`config.mk`:
```
export PLATFORM = sky130hd
export DESIGN_NAME = evt_down_timer
export DESIGN_NICKNAME = d
export VERILOG_FILES = /design/src/rtl/tmr_pkg.sv /design/src/rtl/evt_edge_sync.sv /design/src/rtl/evt_src_mux.sv /design/src/rtl/tmr_ctrl_regs.sv /design/src/rtl/cnt_core.sv /design/src/rtl/evt_down_timer.sv
export SDC_FILE = /design/constraint.sdc
export NUM_CORES = 1
export LEC_CHECK = 0
export ABC_AREA = 1
export BUFFER_PORTS_ARGS = -buffer_cell sky130_fd_sc_hd__buf_4
export CAP_MARGIN = 30
export CORE_AREA = 4 4 77 79
export DETAILED_ROUTE_END_ITERATION = 8
export DIE_AREA = 0 0 81 83
export GPL_TIMING_DRIVEN = 0
export PLACE_DENSITY = 0.71
export SLEW_MARGIN = 20
export SYNTH_ARGS = -nofsm -noshare
export SYNTH_HDL_FRONTEND = slang
export SYNTH_HIERARCHICAL = 1
export SYNTH_SLANG_ARGS = --single-unit
export TNS_END_PERCENT = 10
```
`constraint.sdc`:
```
create_clock -name clk -period 1.5 [get_ports clk]
set_input_delay 0.3 -clock clk [delete_from_list [all_inputs] [get_ports clk]]
set_output_delay 0.3 -clock clk [all_outputs]
set_load 0.005 [all_outputs]
```
`src/rtl/tmr_pkg.sv`:
```
// Shared types for the event down-counter channel.
// Assumes: the edge field encoding is fixed and must match the register map.
package tmr_pkg;
    typedef enum logic [1:0] {
        EDGE_FALL = 2'b00,
        EDGE_RISE = 2'b01,
        EDGE_BOTH = 2'b10,
        EDGE_NONE = 2'b11
    } edge_sel_e;

    localparam logic [1:0] OPM_EVENT = 2'b01;
endpackage

```
`src/rtl/evt_edge_sync.sv`:
```
// Brings an asynchronous pin into the clock domain through SYNC_STAGES
// flops, then compares it against one further registered copy to produce
// one-cycle rise and fall strobes.
// Assumes: SYNC_STAGES >= 2; the pin is low at reset release, otherwise a
// spurious rise strobe appears.
module evt_edge_sync #(
    parameter int SYNC_STAGES = 2
) (
    input  logic clk,
    input  logic rst_n,
    input  logic pin_async,
    output logic rise,
    output logic fall
);
    localparam int DEPTH = SYNC_STAGES + 1;

    logic [DEPTH-1:0] sh;

    // Stage 0 captures the raw pin.
    always_ff @(posedge clk) begin
        if (!rst_n) sh[0] <= 1'b0;
        else        sh[0] <= pin_async;
    end

    // Remaining stages form the synchroniser and the compare copy.
    for (genvar g = 1; g < DEPTH; g++) begin : g_stage
        always_ff @(posedge clk) begin
            if (!rst_n) sh[g] <= 1'b0;
            else        sh[g] <= sh[g-1];
        end
    end

    // Edge strobes from the last synchronised stage against its delayed copy.
    always_comb begin
        rise = sh[DEPTH-2] & ~sh[DEPTH-1];
        fall = ~sh[DEPTH-2] & sh[DEPTH-1];
    end
endmodule

```
`src/rtl/evt_src_mux.sv`:
```
// Picks the event strobe: a chained underflow pulse, or pin edges filtered
// by the edge selection field. The edge field has no effect in chained mode.
// Assumes: all inputs are single-cycle strobes in the clock domain.
module evt_src_mux
    import tmr_pkg::*;
(
    input  edge_sel_e edge_sel,
    input  logic      src_chain,
    input  logic      pin_rise,
    input  logic      pin_fall,
    input  logic      chain_evt,
    output logic      evt
);
    // Source and edge selection.
    always_comb begin
        if (src_chain) begin
            evt = chain_evt;
        end else begin
            unique case (edge_sel)
                EDGE_FALL: evt = pin_fall;
                EDGE_RISE: evt = pin_rise;
                EDGE_BOTH: evt = pin_rise | pin_fall;
                default:   evt = 1'b0;
            endcase
        end
    end
endmodule

```
`src/rtl/tmr_ctrl_regs.sv`:
```
// Holds the configuration fields and the run bit, and derives the counting
// enable and the start strobe (run bit written 1 while it is 0).
// Assumes: configuration and run writes are single-cycle strobes.
module tmr_ctrl_regs
    import tmr_pkg::*;
(
    input  logic       clk,
    input  logic       rst_n,
    input  logic       cfg_we,
    input  logic [1:0] cfg_op_mode,
    input  logic [1:0] cfg_edge,
    input  logic       cfg_src_chain,
    input  logic       run_we,
    input  logic       run_wdata,
    output edge_sel_e  edge_sel,
    output logic       src_chain,
    output logic       run,
    output logic       active,
    output logic       run_start
);
    logic [1:0] op_mode_q;

    // Configuration register.
    always_ff @(posedge clk) begin
        if (!rst_n) begin
            op_mode_q <= 2'b00;
            edge_sel  <= EDGE_FALL;
            src_chain <= 1'b0;
        end else if (cfg_we) begin
            op_mode_q <= cfg_op_mode;
            edge_sel  <= edge_sel_e'(cfg_edge);
            src_chain <= cfg_src_chain;
        end
    end

    // Run bit.
    always_ff @(posedge clk) begin
        if (!rst_n)      run <= 1'b0;
        else if (run_we) run <= run_wdata;
    end

    // Counting enable and start strobe.
    always_comb begin
        active    = run && (op_mode_q == OPM_EVENT);
        run_start = run_we && run_wdata && !run;
    end
endmodule

```
`src/rtl/cnt_core.sv`:
```
// Down-counter with reload register, first-event record and underflow
// pulses. A write loads the counter too while stopped or before the first
// event since start; afterwards only the reload register changes.
// Assumes: evt is a one-cycle strobe. A write that coincides with an
// underflow reload hands its value straight to the counter.
module cnt_core #(
    parameter int CNT_W = 16
) (
    input  logic             clk,
    input  logic             rst_n,
    input  logic             active,
    input  logic             run,
    input  logic             run_start,
    input  logic             evt,
    input  logic             wr_en,
    input  logic [CNT_W-1:0] wr_data,
    output logic [CNT_W-1:0] cnt,
    output logic [CNT_W-1:0] reload,
    output logic             seen,
    output logic             uflow,
    output logic             irq
);
    localparam logic [CNT_W-1:0] ZERO = '0;
    localparam logic [CNT_W-1:0] ONE  = {{(CNT_W-1){1'b0}}, 1'b1};

    logic ld_both;
    logic evt_cnt;
    logic at_zero;

    // Decode of the write and count conditions.
    always_comb begin
        ld_both = wr_en && (!run || !seen);
        evt_cnt = evt && active;
        at_zero = (cnt == ZERO);
    end

    // Reload register: every write lands here.
    always_ff @(posedge clk) begin
        if (!rst_n)     reload <= ZERO;
        else if (wr_en) reload <= wr_data;
    end

    // Counter: a direct load wins, else decrement or reload on an event.
    always_ff @(posedge clk) begin
        if (!rst_n) begin
            cnt <= ZERO;
        end else if (ld_both) begin
            cnt <= wr_data;
        end else if (evt_cnt) begin
            if (at_zero) cnt <= wr_en ? wr_data : reload;
            else         cnt <= cnt - ONE;
        end
    end

    // First-event record: cleared on start, set by the first counted event.
    always_ff @(posedge clk) begin
        if (!rst_n)         seen <= 1'b0;
        else if (run_start) seen <= 1'b0;
        else if (evt_cnt)   seen <= 1'b1;
    end

    // Underflow and interrupt pulses, registered alongside the reload.
    always_ff @(posedge clk) begin
        if (!rst_n) begin
            uflow <= 1'b0;
            irq   <= 1'b0;
        end else begin
            uflow <= evt_cnt && at_zero && !ld_both;
            irq   <= evt_cnt && at_zero && !ld_both;
        end
    end
endmodule

```
`src/rtl/evt_down_timer.sv`:
```
// One channel of a reloadable event down-counter. It counts pin edges or
// the preceding channel's underflow pulses, and reloads on underflow.
// Assumes: chain_evt is already in the clock domain; pin_async is not.
module evt_down_timer
    import tmr_pkg::*;
#(
    parameter int CNT_W       = 16,
    parameter int SYNC_STAGES = 2
) (
    input  logic             clk,
    input  logic             rst_n,
    input  logic             cfg_we,
    input  logic [1:0]       cfg_op_mode,
    input  logic [1:0]       cfg_edge,
    input  logic             cfg_src_chain,
    input  logic             run_we,
    input  logic             run_wdata,
    input  logic             cnt_we,
    input  logic [CNT_W-1:0] cnt_wdata,
    output logic [CNT_W-1:0] cnt_rdata,
    input  logic             pin_async,
    input  logic             chain_evt,
    output logic             uflow_pulse,
    output logic             irq_req
);
    edge_sel_e        edge_sel;
    logic             src_chain;
    logic             run_q;
    logic             active;
    logic             run_start;
    logic             pin_rise;
    logic             pin_fall;
    logic             evt_sel;
    logic [CNT_W-1:0] cnt_q;
    logic [CNT_W-1:0] reload_q;
    logic             seen_q;

    tmr_ctrl_regs u_ctrl (
        .clk           (clk),
        .rst_n         (rst_n),
        .cfg_we        (cfg_we),
        .cfg_op_mode   (cfg_op_mode),
        .cfg_edge      (cfg_edge),
        .cfg_src_chain (cfg_src_chain),
        .run_we        (run_we),
        .run_wdata     (run_wdata),
        .edge_sel      (edge_sel),
        .src_chain     (src_chain),
        .run           (run_q),
        .active        (active),
        .run_start     (run_start)
    );

    evt_edge_sync #(.SYNC_STAGES(SYNC_STAGES)) u_sync (
        .clk       (clk),
        .rst_n     (rst_n),
        .pin_async (pin_async),
        .rise      (pin_rise),
        .fall      (pin_fall)
    );

    evt_src_mux u_mux (
        .edge_sel  (edge_sel),
        .src_chain (src_chain),
        .pin_rise  (pin_rise),
        .pin_fall  (pin_fall),
        .chain_evt (chain_evt),
        .evt       (evt_sel)
    );

    cnt_core #(.CNT_W(CNT_W)) u_core (
        .clk       (clk),
        .rst_n     (rst_n),
        .active    (active),
        .run       (run_q),
        .run_start (run_start),
        .evt       (evt_sel),
        .wr_en     (cnt_we),
        .wr_data   (cnt_wdata),
        .cnt       (cnt_q),
        .reload    (reload_q),
        .seen      (seen_q),
        .uflow     (uflow_pulse),
        .irq       (irq_req)
    );

    // Read path: the live counter.
    always_comb cnt_rdata = cnt_q;
endmodule

```
==> metrics.txt <==
outcome finished, violations left; violated checks setup timing; clock-pin transition on the worst setup and hold timing paths 0.09 ns; #FFs+latches synth 43; wire length after detailed routing 7.11 mm; share of the yosys chip area belonging to registers 33.9%; first-pass GRT wire length 11.8 mm; Synthesized Nets 424; crit path time final 1.56 ns; fraction of the core area covered by cells at the end of the flow 64.3%; Post-Syn Instances 393; Distinct cells, synth 25; combinational cell fraction of total power 26.5%; worst rel slew slack 52.1%; kind of launch point of the worst setup path flop; Internal 2050 µW; total of hold buffers inserted after clock tree synthesis 0; share of Yosys cell area claimed by the top area cell type 33.9%; Worst R2R Start u_core/cnt[0]; MaxCap Viol Count 0; reg-to-reg endpoint u_core/cnt[12]; most common cell in the synthesized netlist sky130_fd_sc_hd__nand2_1; Place WS -0.243 ns; final-report setup violation count 11; x dimension of the die 81 µm; PwrDens 877 mW/mm²; Slew Viols, Final 0; CTS Sinks 43; DRC violations left 0; number of iterations in the first detailed-routing pass 4; die area 0.00672 mm²; IO Port Bufs 45; total via count in the routed design 2718; root buffer cell sky130_fd_sc_hd__clkbuf_8; ys flop type sky130_fd_sc_hd__dfxtp_1; power after layout 3010 µW; number of enable flip-flop cells after synthesis 0; register-to-register path setup slack -0.06 ns; worst skew pair latency 0.31 ns; last weighted congestion value of the routability-driven placer 0.910; worst-path maximum fanout 8; final setup margin -0.0608 ns; instance area at placement 0.00296 mm²; leading cell types by count after synthesis 82 x sky130_fd_sc_hd__nand2_1, 74 x sky130_fd_sc_hd__inv_1, 43 x sky130_fd_sc_hd__dfxtp_1, 43 x sky130_fd_sc_hd__nor2_1, 33 x sky130_fd_sc_hd__nand3_1; power spent charging and discharging nets 963 µW; post-synthesis instance area 0.00254 mm²; classification of the worst-slack hold path input pin to flop; antenna cell count 0; total half-perimeter wirelength after legalization and detailed placement 4.87 mm; transition at the pin with the smallest max-transition slack 0.718 ns; Synth warnings 6; Avg Synthesized Cell Area 6.45 µm²; Inserted Clock Buffers 5; leakage power 0.00171 µW; cell count of the worst reg-to-reg path 10; H-tree levels 2; arrival time worst endpoint 1.80 ns; die span in y 83 µm; Setup crit end kind flop; total negative slack -0.450 ns; antenna violations before repair 0; critical setup path kind flop to flop; end of the critical path u_core/cnt[12]; clock tree from TritonCTS done; post-detailed-route wirelength per cell 13.3 µm; number of rows created at floorplan 27; global route overflow 0; Detail Route Antenna Nets 0; maximum number of pins on one net before global-route repair 16; post-synthesis cell type with the largest combined area sky130_fd_sc_hd__dfxtp_1; Switching Fraction 32.0%; number of nets in the layout 492; clk_skew 0.00954 ns; top achievable clock speed 0.641 GHz; vias in the first global route 2605; fraction of registers with async set or reset after synthesis 0%; power share of the sequential group 42.0%; violation count after the first detailed-routing iteration 160; area of all placed cells without fillers 0.00343 mm²; CTS Buffer Depth 2; ranking of synthesized cells by area sky130_fd_sc_hd__dfxtp_1 34%, sky130_fd_sc_hd__nand2_1 12%, sky130_fd_sc_hd__inv_1 11%; share of post-route cells with drive strength above 1 35.1%; layout overhead on the synthesized area 35.4%; number of hold violations in the final report 0; clock share of power 31.5%; gr usage total 22.1%; unrepaired setup endpoints after global routing true; CP required 1.74 ns; largest vdd supply drop 0.000533 V; CP Launch Point u_core/cnt[0]; number of ports placed on the die boundary 47; initial standard-cell utilization of the core 47.5%; Via-to-Cell Ratio 5.09; Core Box Area 0.00534 mm²; final critical-path share of the clock period 104%; total of fill cells in the finished design 492
[timing repair]
item	in CTS	in global routing
pin swaps	14	11
endpoints found under the hold margin	0	0
gates resized for setup	33	38
gates cloned	2	0
endpoints found under the setup margin	17	16
setup buffers	9	5
[layer usage]
layer / up-vias / part of all wire, % / global-route usage, %
met5: - / 0 / 0
met3: 14 / 5.6 / 4.45
met2: 83 / 49 / 37.3
li1: 1362 / - / -
met1: 1259 / 43 / 27.4
met4: 0 / 2.1 / 7.53
[power by group through the flow]
stage	combinational, µW	sequential [µW]	clock (µW)
final	799	1260	948
after floorplan	469	1280	0
after global routing	881	1270	1010
after detailed placement	673	1290	0
after CTS	723	1260	967
after global placement	659	1280	0
[state kept, by name (all words and copies together) (netlist names)]
name	count
u_ctrl/src_chain	1
u_core/irq	1
u_ctrl/run	1
u_core/reload	16
u_ctrl/edge_sel	2
u_core/cnt	16
u_core/seen	1
u_ctrl/op_mode_q	2
u_sync/sh	3
[metrics by stage]
stage / hold WS (ns) / std cells
after floorplan: 0.390 / 393
after global placement: 0.395 / 510
after detailed placement: 0.398 / 510
after CTS: 0.160 / 529
after global routing: 0.187 / 534
final: 0.172 / 534
[worst max-delay path: stages (launching register included)]
cell and delay [ns]:
sky130_fd_sc_hd__dfxtp_2 0.34, sky130_fd_sc_hd__inv_4 0.06, sky130_fd_sc_hd__buf_4 0.11, sky130_fd_sc_hd__ha_2 0.19
sky130_fd_sc_hd__nand2_2 0.10, sky130_fd_sc_hd__nor2_4 0.25, sky130_fd_sc_hd__buf_4 0.16, sky130_fd_sc_hd__nand3_2 0.06
sky130_fd_sc_hd__nand3_1 0.07, sky130_fd_sc_hd__nand2_1 0.06, sky130_fd_sc_hd__a21oi_2 0.10
[placed cells by master, fill, tap and decap left out]
master                       count
sky130_fd_sc_hd__o21a_1          3
sky130_fd_sc_hd__a21oi_1         8
sky130_fd_sc_hd__buf_16          1
sky130_fd_sc_hd__buf_12          1
sky130_fd_sc_hd__inv_6           2
sky130_fd_sc_hd__nand3_2        13
sky130_fd_sc_hd__ha_2            1
sky130_fd_sc_hd__nand2_4         5
sky130_fd_sc_hd__clkbuf_8        5
sky130_fd_sc_hd__inv_2          11
sky130_fd_sc_hd__o22ai_1        15
sky130_fd_sc_hd__o21ai_0        22
sky130_fd_sc_hd__o21ai_1         3
sky130_fd_sc_hd__clkbuf_1        3
sky130_fd_sc_hd__buf_4          60
sky130_fd_sc_hd__buf_8           2
sky130_fd_sc_hd__nor2_4          9
sky130_fd_sc_hd__nand2_2        13
sky130_fd_sc_hd__nor3_1          1
sky130_fd_sc_hd__nor2_1         40
sky130_fd_sc_hd__inv_4           2
sky130_fd_sc_hd__clkbuf_2        1
sky130_fd_sc_hd__nor2_2          9
sky130_fd_sc_hd__buf_6           4
sky130_fd_sc_hd__and2_1          1
sky130_fd_sc_hd__xor2_1          3
sky130_fd_sc_hd__clkinvlp_4      1
sky130_fd_sc_hd__dfxtp_2         5
sky130_fd_sc_hd__a21oi_4         1
sky130_fd_sc_hd__dfxtp_1        38
sky130_fd_sc_hd__inv_1          64
sky130_fd_sc_hd__nand3_1        28
sky130_fd_sc_hd__ha_4            1
sky130_fd_sc_hd__a21oi_2        11
sky130_fd_sc_hd__bufinv_16       1
sky130_fd_sc_hd__buf_2           3
sky130_fd_sc_hd__nand2_1        71
[worst min path at each step]
stage                       from            to  slack [ns]  depth (start not counted)
global route           pin_async  u_sync/sh[0]        0.19                          3
floorplan           u_sync/sh[0]  u_sync/sh[1]        0.39                          2
global placement    u_sync/sh[0]  u_sync/sh[1]        0.40                          2
finish                 pin_async  u_sync/sh[0]        0.17                          3
detailed placement  u_sync/sh[0]  u_sync/sh[1]        0.40                          2
CTS                    pin_async  u_sync/sh[0]        0.16                          3
[cell families (layout without fill, tap and decap cells)]
family	after synthesis	count (layout)	synth area share [%]
compound gates	63	63	13.6
buf+inv	92	161	15.0
fa+ha+maj	2	2	0.987
simple gates	190	190	35.4
xor+xnor	3	3	1.04
flops	43	43	33.9
[area by class of cell]
class / instances / area (µm²) / area share, %
repair buffers: 61 / 494 / 14.4
plain buffers: 14 / 110 / 3.21
well taps: 72 / 90.1 / 2.62
flip-flops and latches: 43 / 867 / 25.3
inverters: 78 / 303 / 8.82
clock inverters: 3 / 46.3 / 1.35
clock buffers: 5 / 68.8 / 2.00
multi-input cells: 258 / 1450 / 42.3
(Power assumes the default switching activity.)
